<file path="src/rtl/nor_seq_pkg.sv">
package nor_seq_pkg;
  typedef enum logic [2:0] {
    PH_READ  = 3'd0,
    PH_UNLK  = 3'd1,
    PH_CMD   = 3'd2,
    PH_ARG   = 3'd3,
    PH_EKEY  = 3'd4,
    PH_ESEL  = 3'd5,
    PH_ERASE = 3'd6,
    PH_CFI   = 3'd7
  } phase_e;

  localparam logic [7:0] CMD_PROG    = 8'hA0;
  localparam logic [7:0] CMD_ERASE   = 8'h80;
  localparam logic [7:0] CMD_AUTOSEL = 8'h90;
  localparam logic [7:0] CMD_BYPASS  = 8'h20;
  localparam logic [7:0] CMD_CHIP    = 8'h10;
  localparam logic [7:0] CMD_SECT    = 8'h30;
  localparam logic [7:0] CMD_CFI     = 8'h98;
  localparam logic [7:0] CMD_RESET   = 8'hF0;
  localparam logic [7:0] KEY_A       = 8'hAA;
  localparam logic [7:0] KEY_B       = 8'h55;
  localparam logic [7:0] STAT_READY  = 8'h80;

  localparam logic [10:0] ADR_A   = 11'h555;
  localparam logic [10:0] ADR_B   = 11'h2AA;
  localparam logic [10:0] ADR_CFI = 11'h055;
endpackage

</file>
<file path="src/rtl/nor_seq_fsm.sv">
module nor_seq_fsm
  import nor_seq_pkg::*;
#(
  parameter int ADDR_W = 11
) (
  input  logic              clk_i,
  input  logic              rst_ni,
  input  logic              we_i,
  input  logic [ADDR_W-1:0] addr_i,
  input  logic [7:0]        wdata_i,
  input  logic              done_i,
  output phase_e            phase_o,
  output logic [7:0]        cmd_o,
  output logic [7:0]        status_o,
  output logic              prog_o,
  output logic              erase_chip_o,
  output logic              erase_sect_o
);
  phase_e     phase_q, phase_d;
  logic [7:0] cmd_q, cmd_d, stat_q, stat_d;
  logic       byp_q, byp_d, go_rst;
  logic       at_a, at_b, at_cfi;

  assign at_a   = addr_i == ADDR_W'(ADR_A);
  assign at_b   = addr_i == ADDR_W'(ADR_B);
  assign at_cfi = addr_i == ADDR_W'(ADR_CFI);

  always_comb begin
    phase_d      = phase_q;
    cmd_d        = cmd_q;
    byp_d        = byp_q;
    stat_d       = stat_q;
    prog_o       = 1'b0;
    erase_chip_o = 1'b0;
    erase_sect_o = 1'b0;
    go_rst       = 1'b0;
    if (phase_q == PH_ERASE) begin
      if (done_i) begin
        go_rst = 1'b1;
        stat_d = STAT_READY;
      end
    end else if (we_i) begin
      if (wdata_i == CMD_RESET && !(phase_q == PH_ARG && cmd_q == CMD_PROG)) begin
        go_rst = 1'b1;
      end else begin
        case (phase_q)
          PH_READ: if (at_a && wdata_i == KEY_A) phase_d = PH_UNLK;
          PH_UNLK: if (at_b && wdata_i == KEY_B) phase_d = PH_CMD; else go_rst = 1'b1;
          PH_CMD: begin
            if (byp_q || at_a) begin
              case (wdata_i)
                CMD_PROG, CMD_ERASE, CMD_AUTOSEL: begin
                  phase_d = PH_ARG;
                  cmd_d   = wdata_i;
                end
                CMD_BYPASS: begin
                  byp_d = 1'b1;
                  cmd_d = '0;
                end
                default: go_rst = 1'b1;
              endcase
            end else go_rst = 1'b1;
          end
          PH_ARG: begin
            case (cmd_q)
              CMD_PROG: begin
                prog_o = 1'b1;
                stat_d = {~wdata_i[7], 7'b0};
                if (byp_q) begin
                  phase_d = PH_CMD;
                  cmd_d   = '0;
                end else go_rst = 1'b1;
              end
              CMD_AUTOSEL: begin
                if (!(byp_q && wdata_i == 8'h00) && at_cfi && wdata_i == CMD_CFI)
                  phase_d = PH_CFI;
                else go_rst = 1'b1;
              end
              CMD_ERASE: if (at_a && wdata_i == KEY_A) phase_d = PH_EKEY; else go_rst = 1'b1;
              default: go_rst = 1'b1;
            endcase
          end
          PH_EKEY: if (at_b && wdata_i == KEY_B) phase_d = PH_ESEL; else go_rst = 1'b1;
          PH_ESEL: begin
            if (wdata_i == CMD_CHIP && at_a) begin
              erase_chip_o = 1'b1;
              stat_d       = '0;
              phase_d      = PH_ERASE;
              cmd_d        = wdata_i;
            end else if (wdata_i == CMD_SECT) begin
              erase_sect_o = 1'b1;
              stat_d       = '0;
              phase_d      = PH_ERASE;
              cmd_d        = wdata_i;
            end else go_rst = 1'b1;
          end
          default: go_rst = 1'b1;
        endcase
      end
    end
    if (go_rst) begin
      phase_d = PH_READ;
      cmd_d   = '0;
      byp_d   = 1'b0;
    end
  end

  always_ff @(posedge clk_i or negedge rst_ni) begin
    if (!rst_ni) begin
      phase_q <= PH_READ;
      cmd_q   <= '0;
      byp_q   <= 1'b0;
      stat_q  <= STAT_READY;
    end else begin
      phase_q <= phase_d;
      cmd_q   <= cmd_d;
      byp_q   <= byp_d;
      stat_q  <= stat_d;
    end
  end

  assign phase_o  = phase_q;
  assign cmd_o    = cmd_q;
  assign status_o = stat_q;
endmodule

</file>
<file path="src/rtl/nor_seq_timer.sv">
module nor_seq_timer #(
  parameter int SECT_CYC = 16,
  parameter int CHIP_CYC = 160
) (
  input  logic clk_i,
  input  logic rst_ni,
  input  logic start_chip_i,
  input  logic start_sect_i,
  output logic busy_o,
  output logic done_o
);
  localparam int CNT_W = $clog2(CHIP_CYC + 1);
  logic [CNT_W-1:0] cnt_q;

  always_ff @(posedge clk_i or negedge rst_ni) begin
    if (!rst_ni)              cnt_q <= '0;
    else if (start_chip_i)    cnt_q <= CNT_W'(CHIP_CYC);
    else if (start_sect_i)    cnt_q <= CNT_W'(SECT_CYC);
    else if (cnt_q != '0)     cnt_q <= cnt_q - 1'b1;
  end

  assign busy_o = cnt_q != '0;
  assign done_o = cnt_q == CNT_W'(1);
endmodule

</file>
<file path="src/rtl/nor_seq_array.sv">
module nor_seq_array #(
  parameter int MEM_AW  = 8,
  parameter int SECT_AW = 5
) (
  input  logic              clk_i,
  input  logic              rst_ni,
  input  logic [MEM_AW-1:0] addr_i,
  input  logic [7:0]        wdata_i,
  input  logic              prog_i,
  input  logic              erase_chip_i,
  input  logic              erase_sect_i,
  output logic [7:0]        rdata_o
);
  localparam int DEPTH = 1 << MEM_AW;
  localparam int SIDX_W = MEM_AW - SECT_AW;

  logic [7:0] mem [DEPTH];

  for (genvar i = 0; i < DEPTH; i++) begin : g_byte
    logic hit_sect;
    assign hit_sect = addr_i[MEM_AW-1:SECT_AW] == SIDX_W'(i >> SECT_AW);
    always_ff @(posedge clk_i or negedge rst_ni) begin
      if (!rst_ni)                                     mem[i] <= 8'hFF;
      else if (erase_chip_i || (erase_sect_i && hit_sect)) mem[i] <= 8'hFF;
      else if (prog_i && addr_i == MEM_AW'(i))          mem[i] <= wdata_i;
    end
  end

  assign rdata_o = mem[addr_i];
endmodule

</file>
<file path="src/rtl/nor_cmd_seq.sv">
module nor_cmd_seq
  import nor_seq_pkg::*;
#(
  parameter int         ADDR_W         = 11,
  parameter int         MEM_AW         = 8,
  parameter int         SECT_AW        = 5,
  parameter int         SECT_ERASE_CYC = 16,
  parameter logic [7:0] MFR_ID         = 8'h01,
  parameter logic [7:0] DEV_ID         = 8'h7E,
  parameter logic [7:0] CFI_STUB       = 8'h51
) (
  input  logic              clk_i,
  input  logic              rst_ni,
  input  logic [ADDR_W-1:0] addr_i,
  input  logic [7:0]        wdata_i,
  input  logic              we_i,
  input  logic              re_i,
  output logic [7:0]        rdata_o,
  output logic              busy_o
);
  localparam int CHIP_ERASE_CYC = 10 * SECT_ERASE_CYC;

  phase_e     phase;
  logic [7:0] cmd, status, mem_rd, id_rd, rd_d;
  logic       prog, e_chip, e_sect, done, busy;

  nor_seq_fsm #(.ADDR_W(ADDR_W)) u_fsm (
    .clk_i, .rst_ni, .we_i, .addr_i, .wdata_i,
    .done_i(done), .phase_o(phase), .cmd_o(cmd), .status_o(status),
    .prog_o(prog), .erase_chip_o(e_chip), .erase_sect_o(e_sect)
  );

  nor_seq_timer #(.SECT_CYC(SECT_ERASE_CYC), .CHIP_CYC(CHIP_ERASE_CYC)) u_timer (
    .clk_i, .rst_ni, .start_chip_i(e_chip), .start_sect_i(e_sect),
    .busy_o(busy), .done_o(done)
  );

  nor_seq_array #(.MEM_AW(MEM_AW), .SECT_AW(SECT_AW)) u_array (
    .clk_i, .rst_ni, .addr_i(addr_i[MEM_AW-1:0]), .wdata_i,
    .prog_i(prog), .erase_chip_i(e_chip), .erase_sect_i(e_sect), .rdata_o(mem_rd)
  );

  assign id_rd = (addr_i[ADDR_W-1:1] != '0) ? 8'h00 : (addr_i[0] ? DEV_ID : MFR_ID);

  always_comb begin
    if (busy) rd_d = 8'h00;
    else begin
      case (phase)
        PH_READ: rd_d = mem_rd;
        PH_CFI:  rd_d = CFI_STUB;
        PH_ARG:  rd_d = (cmd == CMD_AUTOSEL) ? id_rd : status;
        default: rd_d = status;
      endcase
    end
  end

  always_ff @(posedge clk_i or negedge rst_ni) begin
    if (!rst_ni)   rdata_o <= '0;
    else if (re_i) rdata_o <= rd_d;
  end

  assign busy_o = busy;
endmodule

</file>
<file path="config.mk">
export PLATFORM = sky130hd
export DESIGN_NAME = nor_cmd_seq
export DESIGN_NICKNAME = d
export VERILOG_FILES = /design/src/rtl/nor_seq_pkg.sv /design/src/rtl/nor_seq_fsm.sv /design/src/rtl/nor_seq_timer.sv /design/src/rtl/nor_seq_array.sv /design/src/rtl/nor_cmd_seq.sv
export SDC_FILE = /design/constraint.sdc
export NUM_CORES = 2
export LEC_CHECK = 0
export ABC_AREA = 1
export BUFFER_PORTS_ARGS = -buffer_cell sky130_fd_sc_hd__buf_2
export CAP_MARGIN = 20
export CORE_MARGIN = 4
export CORE_UTILIZATION = 53
export DETAILED_ROUTE_END_ITERATION = 6
export PLACE_DENSITY = 0.73
export SKIP_CTS_REPAIR_TIMING = 1
export SYNTH_ARGS = -nofsm -noshare
export SYNTH_HDL_FRONTEND = slang
export SYNTH_SLANG_ARGS = --single-unit
</file>
<file path="constraint.sdc">
create_clock -name clk_i -period 3 [get_ports clk_i]
set_input_delay 0.45 -clock clk_i [delete_from_list [all_inputs] [get_ports clk_i]]
set_output_delay 0.45 -clock clk_i [all_outputs]
set_load 0.02 [all_outputs]
</file>
## After elaboration in Yosys (flattened, before gate mapping)

Cells that the tools add are included.

| word-level totals | value |
|---|---|
| register bits after elaboration | 2084 |
| bits in latches | 0 |
| RAM bits | 0 |
| ROM bits | 0 |
| bits of input ports | 23 |
| output and inout bits | 9 |
| memories | 0 |

| cells by class | value |
|---|---|
| add/subtract/negate cells | 1 |
| multipliers | 0 |
| divide/modulo/power cells | 0 |
| magnitude comparators | 1 |
| equal/unequal tests | 305 |
| shifts and indexed selects | 0 |
| muxes and demuxes | 595 |
| bitwise logic cells | 2 |
| reduce and logical (&&, ||, !) cells | 561 |

Operators with widths:

| kind | count |
|---|---|
| 8-bit two-way mux | 535 |
| 8-bit equality test (second input constant) | 137 |
| 2-bit nonzero test | 261 |
| 8-bit by 7-bit equality test with 1-bit output (second input constant) | 65 |
| 8-bit by 6-bit equality test with 1-bit output (second input constant) | 34 |
| 1-bit logical AND | 272 |
| 8-bit by 5-bit equality test with 1-bit output (second input constant) | 17 |
| 8-bit binary-select mux with 8-bit select | 1 |
| 8-bit by 4-bit equality test with 1-bit output (second input constant) | 8 |
| 8-bit case mux with 3 select lines | 2 |
| 3-bit two-way mux | 14 |
| 1-bit two-way mux | 35 |
| 8-bit by 3-bit equality test with 1-bit output (second input constant) | 4 |
| 8-bit case mux with 2 select lines | 2 |
| 3-bit equality test (second input constant) | 8 |
| 3-bit case mux with 6 select lines | 1 |
| 8-bit by 1-bit equality test with 1-bit output (second input constant) | 2 |
| 8-bit by 2-bit equality test with 1-bit output (second input constant) | 2 |
| 8-bit logical NOT | 2 |
| 3-bit by 1-bit != test with 1-bit output (second input constant) | 5 |
| 7-bit two-way mux | 2 |
| 14-bit AND reduction | 1 |
| 3-bit by 2-bit equality test with 1-bit output (second input constant) | 4 |
| 4-bit by 3-bit != test with 1-bit output (second input constant) | 3 |
| 30 further kinds | 48 |

## Longest topological paths before layout

| logic depth | value |
|---|---|
| word-level depth | 13 |
| mapped depth | 22 |
| gate-level depth less buffers | 19 |

## Cells and area by module

Synthesis repeated with hierarchy kept, for this count alone.

| unflattened totals | value |
|---|---|
| cell total of the unflattened synthesis | 13555 |
| area total of the unflattened synthesis | 102423.2 um^2 |

By module, submodules not included:

| module | times used | cells an instance | area an instance (um^2) |
|---|---|---|---|
| nor_seq_array | 1 | 13138 | 99838.3 |
| nor_seq_fsm | 1 | 213 | 1332.5 |
| nor_cmd_seq | 1 | 137 | 737.0 |
| nor_seq_timer | 1 | 67 | 515.5 |

## Worst setup path after synthesis

No wires, ideal clock.

| timing | value |
|---|---|
| kind | input-to-reg |
| start | input port wdata_i[1] |
| end | register u_array.mem[1291] (netlist bit) |
| setup time | 77 ps |
| arrival time | 2353 ps |
| required time | 2923 ps |
| slack | 570 ps |
| stages on the path | 14 |
| cell sequence | buf_2 -> nor2_1 -> nand3_1 -> nor3_1 -> inv_2 -> nor3_4 -> inv_2 -> o41ai_2 -> inv_2 -> buf_2 -> buf_2 -> buf_2 -> nand3_1 -> nand2_1 |

| between the ends | value |
|---|---|
| longest elaborated chain between the ends | 10 |
| elaborated cells on any way between the ends | 24 |
| those cells by class | 3 x eq/ne; 15 x mux; 6 x reduce/logical |

Ends and longest elaborated chain:

| element | RTL line | RTL |
|---|---|---|
| start: declaration | nor_cmd_seq.sv:15 | `input logic [7:0] wdata_i,` |
| 8-bit by 6-bit equality test with 1-bit output / 8-bit by 5-bit equality test with 1-bit output (equally long branches) | nor_seq_fsm.sv:90, nor_seq_fsm.sv:85 |  |
| 1-bit two-way mux / 1-bit logical AND (equally long branches) | nor_seq_fsm.sv:90, nor_seq_fsm.sv:85 |  |
| 1-bit two-way mux | nor_seq_fsm.sv:85 | `if (wdata_i == CMD_CHIP && at_a) begin` |
| 1-bit two-way mux | nor_seq_fsm.sv:46 | `case (phase_q)` |
| 1-bit two-way mux | nor_seq_fsm.sv:43 | `if (wdata_i == CMD_RESET && !(phase_q == PH_ARG && cmd_q == CMD_PROG)) begin` |
| 1-bit two-way mux | nor_seq_fsm.sv:42 | `end else if (we_i) begin` |
| 1-bit two-way mux | nor_seq_fsm.sv:37 | `if (phase_q == PH_ERASE) begin` |
| 1-bit logical AND | nor_seq_array.sv:24 | `else if (erase_chip_i \|\| (erase_sect_i && hit_sect)) mem[i] <= 8'hFF;` |
| 1-bit logical OR | nor_seq_array.sv:24 |  |
| 8-bit two-way mux / 2-bit nonzero test (equally long branches) | n/a |  |
| end signal: indexed assignment | nor_seq_array.sv:25 | `else if (prog_i && addr_i == MEM_AW'(i)) mem[i] <= wdata_i;` |
| end: declaration | nor_seq_array.sv:17 | `logic [7:0] mem [DEPTH];` |

Several ways; a longest one is shown, not always the timed one.
A chain may end at the register's enable or synchronous reset.

## Final worst setup path

| timing | value |
|---|---|
| start | register u_fsm.phase_q[2], in the netlist u_fsm.phase_o[2] |
| end | register u_array.mem[469] (netlist bit) |

| between the ends | value |
|---|---|
| longest elaborated chain between the ends | 10 |
| elaborated cells on any way between the ends | 23 |
| those cells by class | 3 x eq/ne; 13 x mux; 7 x reduce/logical |

Ends and longest elaborated chain:

| element | RTL line | RTL |
|---|---|---|
| start: declaration | nor_seq_fsm.sv:19 | `phase_e phase_q, phase_d;` |
| start signal: assignment | nor_seq_fsm.sv:115 | `phase_q <= phase_d;` |
| 3-bit by 2-bit equality test with 1-bit output | nor_seq_fsm.sv:43, nor_seq_fsm.sv:46 |  |
| 1-bit logical AND | nor_seq_fsm.sv:43 |  |
| 1-bit logical NOT | nor_seq_fsm.sv:43 |  |
| 1-bit logical AND | nor_seq_fsm.sv:43 |  |
| 1-bit two-way mux | nor_seq_fsm.sv:43 |  |
| 1-bit two-way mux | nor_seq_fsm.sv:42 |  |
| 1-bit two-way mux | nor_seq_fsm.sv:37 |  |
| 1-bit logical AND | nor_seq_array.sv:24 |  |
| 1-bit logical OR | nor_seq_array.sv:24 |  |
| 8-bit two-way mux / 2-bit nonzero test (equally long branches) | n/a |  |

Several ways; a longest one is shown, not always the timed one.

==> results.toml <==
[synthesis]
synth_seq_cells = 2077
synth-edff-count = 0
syn_inst = 12285
yosysMostFrequentCell = "nand2_1"
yosysWarnings = 0
async_flop_share_pct = 100.0
synth.cells.most_frequent = "nand2_1, dfstp_2, nor2_1, a21oi_1, nand3_1"
syn_area_um2 = 100300
synth.distinct_cells = 49
synth_area_leader_cell = "dfstp_2"
synthTopCellsByArea = "dfstp_2, nand2_1, a21oi_1"
synthFlopType = "dfstp_2"
syn-num-nets = 12310
avgSynthCellArea_um2 = 8.166
yosys.area.top_type_share_pct = 53.67
synth_seq_area_share_pct = 54.37

[global_route]
overflow = 0
grt_pass1_wl_um = 520500
antenna_found_initial = 13
grt_max_degree = 110
grt_pass1_vias = 87764
track_usage_pct = 33.95

[cells_and_area]
fin_util_pct = 62.46
fillers = 15375
drive_above_1_share_pct = 28.45
syn_to_final_growth_pct = 17.06
final_nets = 12560

[setup_path]
crit_required_ns = 3.79
cp-start-kind = "register"
r2r_setup_slack_ns = 0.13
crit_end = "u_array.mem[469]$_DFFE_PN1P_"
worst-path-buf-inv = 6
cp_cell_sequence = "inv_1, nor2_8, inv_2, nor3_4, inv_2, o41ai_2, buf_4, inv_4, buf_12, nand2_1, nand2_1, o21ai_1"
worstPathMaxFanout = 100
timing.rr.end = "u_array.mem[469]$_DFFE_PN1P_"
path_class = "register to register"
cp_top_family = "simple AND/OR/NAND/NOR gates"
reg2reg_from = "u_fsm.phase_o[2]$_DFFE_PN0P_"
cp-end-kind = "register"
cpPeakStageDelay_ns = 0.53
cp_num_cells = 12
critPathArrivalTime_ns = 3.66
r2r_cells = 12
crit_start = "u_fsm.phase_o[2]$_DFFE_PN0P_"
slowest_stage = "dfrtp_1"

[timing]
drv_slew = 0
fmax_mhz = 348.5
setup_viol = 0
slew_headroom_pct = 25.12
tightest_slew_ns = 1.123
rsz0062_at_grt = "no"
fin_crit_ns = 2.869
hold_viol = 0
skew_ns = 0.05368
min_period_over_period_pct = 95.64
hold_slack_ns = 0.03029

[cts]
clk_pin_slew_ns = 0.07
clkSinkCount = 2077
cts_tree = "done"
cts-root-buf = "clkbuf_16"
h-tree-depth = 4
clk_latency_ns = 0.93
ctsLongestPathBuffers = 3
cts_buffers = 216

[floorplan]
io_pins = 32
rows = 159
core-area_um2 = 188000
start_util_pct = 53.36
fp.dieW_um = 443.1
die_area_um2 = 196300
die_y_um = 443.1

[run_status]
status = "finished with violations"
violations = "design-rule violations"

[placed_design]
port-buffer-count = 31
gp_congestion = 0.9672
post-dp-hpwl_um = 223300

[power]
power_per_cell_area_nw_per_um2 = 519.3
p_leak_nw = 51.03
max-vdd-ir-drop_mv = 0.5557

[detailed_routing]
ant_nets = 0
wl_um = 338200
via_per_inst = 5.860
num_vias = 89175
drtIter0Drc = 9747
dr.pass1.iters = 7
post-route-drc-count = 4
wl_per_cell_um = 22.23

[job]
drv_cap = 0

[min_path]
min_path_type = "input port to async pin"
==> layout by cell type (no fill, tap or decap), types with 17 or more instances in the layout <==
cell type | synthesis | routed
a21oi_1 | 1639 | 1639
a22oi_1 | 72 | 72
buf_12 | 0 | 313
buf_2 | 207 | 27
buf_4 | 144 | 535
bufinv_16 | 0 | 19
clkbuf_1 | 410 | 40
clkbuf_16 | 0 | 216
clkbuf_8 | 0 | 55
clkinv_2 | 0 | 39
dfrtp_1 | 28 | 28
dfstp_2 | 2049 | 2049
inv_1 | 285 | 281
inv_2 | 47 | 43
nand2_1 | 3894 | 3891
nand2_2 | 28 | 30
nand3_1 | 456 | 456
nand4_1 | 230 | 230
nor2_1 | 1895 | 1854
nor2_2 | 4 | 39
nor3_1 | 17 | 17
o21ai_0 | 437 | 437
o21ai_1 | 123 | 123
o21ai_2 | 88 | 87
o21ai_4 | 80 | 81
o31ai_4 | 20 | 21
==> layout make-up <==
cell class | instances | area, um2 | area share (%)
flip-flops and latches | 2077 | 54540 | 46.44
multi-input cells | 9027 | 40440 | 34.43
repair buffers | 877 | 10440 | 8.894
clock buffers | 311 | 6312 | 5.375
well taps | 2495 | 3122 | 2.658
inverters | 336 | 1301 | 1.108
clock inverters | 84 | 1254 | 1.068
diodes | 10 | 25.02 | 0.02131
==> where the power goes <==
| part | switching [mW] | leakage, nW | total [mW] | internal [mW] |
|---|---|---|---|---|
| clock network | 11.9 | 3.72 | 28.3 | 16.3 |
| logic | 3.16 | 25.8 | 4.25 | 1.09 |
| registers | 0.120 | 21.5 | 28.5 | 28.4 |
==> flip-flops by register name, summed over array words and instances (netlist names) <==
| register | count |
|---|---|
| u_array.mem | 2048 |
| u_fsm.phase_o | 3 |
| u_timer.cnt_q | 8 |
| u_fsm.status_o | 1 |
| rdata_o | 8 |
| u_fsm.cmd_o | 8 |
| u_fsm.byp_q | 1 |
==> how the worst min path moves through the flow <==
stage,start,end,slack [ns],cells after the start
floorplan,rst_ni,rdata_o[0]$_DFFE_PN0P_,0.15,0
global placement,u_array.mem[1338]$_DFFE_PN1P_,u_array.mem[1338]$_DFFE_PN1P_,0.46,2
detailed placement,u_array.mem[416]$_DFFE_PN1P_,u_array.mem[416]$_DFFE_PN1P_,0.47,2
CTS,rst_ni,u_array.mem[1936]$_DFFE_PN1P_,0.02,1
global route,rst_ni,u_array.mem[1936]$_DFFE_PN1P_,0.03,1
finish,rst_ni,u_array.mem[1936]$_DFFE_PN1P_,0.03,1
==> through the flow <==
| step | power [mW] | std cells | setup TNS, ns | worst slack, ns | area, um2 |
|---|---|---|---|---|---|
| finish | 60.99 | 15217 | 0 | 0.1308 | 117400 |
| global route | 62.68 | 15213 | 0 | 0.02485 | 117400 |
| CTS | 61.13 | 15207 | 0 | 0.04673 | 117400 |
| detailed placement | 32.99 | 14812 | -122.78 | -0.3888 | 109800 |
| global placement | 32.94 | 14812 | -103.87 | -0.3943 | 109800 |
| floorplan | 30.50 | 12285 | 0 | 0.5701 | 100300 |
==> cells by family (layout without fill, tap and decap cells) <==
| group | after synthesis | after routing | share of synthesized area [%] |
|---|---|---|---|
| XOR/XNOR | 3 | 3 | 0.02620 |
| buffers and inverters | 1181 | 1608 | 5.487 |
| other | 0 | 10 | 0 |
| AO/OA/AOI/OAI | 2484 | 2484 | 14.28 |
| AND/OR/NAND/NOR | 6538 | 6538 | 25.82 |
| flip-flops | 2077 | 2077 | 54.37 |
| adder cells (fa/ha/maj) | 2 | 2 | 0.02494 |
==> worst register-to-register path: stages, from the launching register on <==
cell and delay [ns]:
dfrtp_1 0.53, inv_1 0.26, nor2_8 0.20, inv_2 0.11, nor3_4 0.20, inv_2 0.09, o41ai_2 0.24, buf_4 0.18
inv_4 0.04, buf_12 0.20, nand2_1 0.51, nand2_1 0.11, o21ai_1 0.10
==> routing by layer <==
layer | global-route usage (%) | part of all wire [%] | vias to the layer above
li1 | - | - | 40322
met1 | 43.59 | 39 | 43233
met4 | 20.13 | 6.7 | 8
met5 | 0 | 0.016 | -
met2 | 52.54 | 45 | 4498
met3 | 7.973 | 9.7 | 1114
No activity file was read; power rests on OpenSTA's default activity.
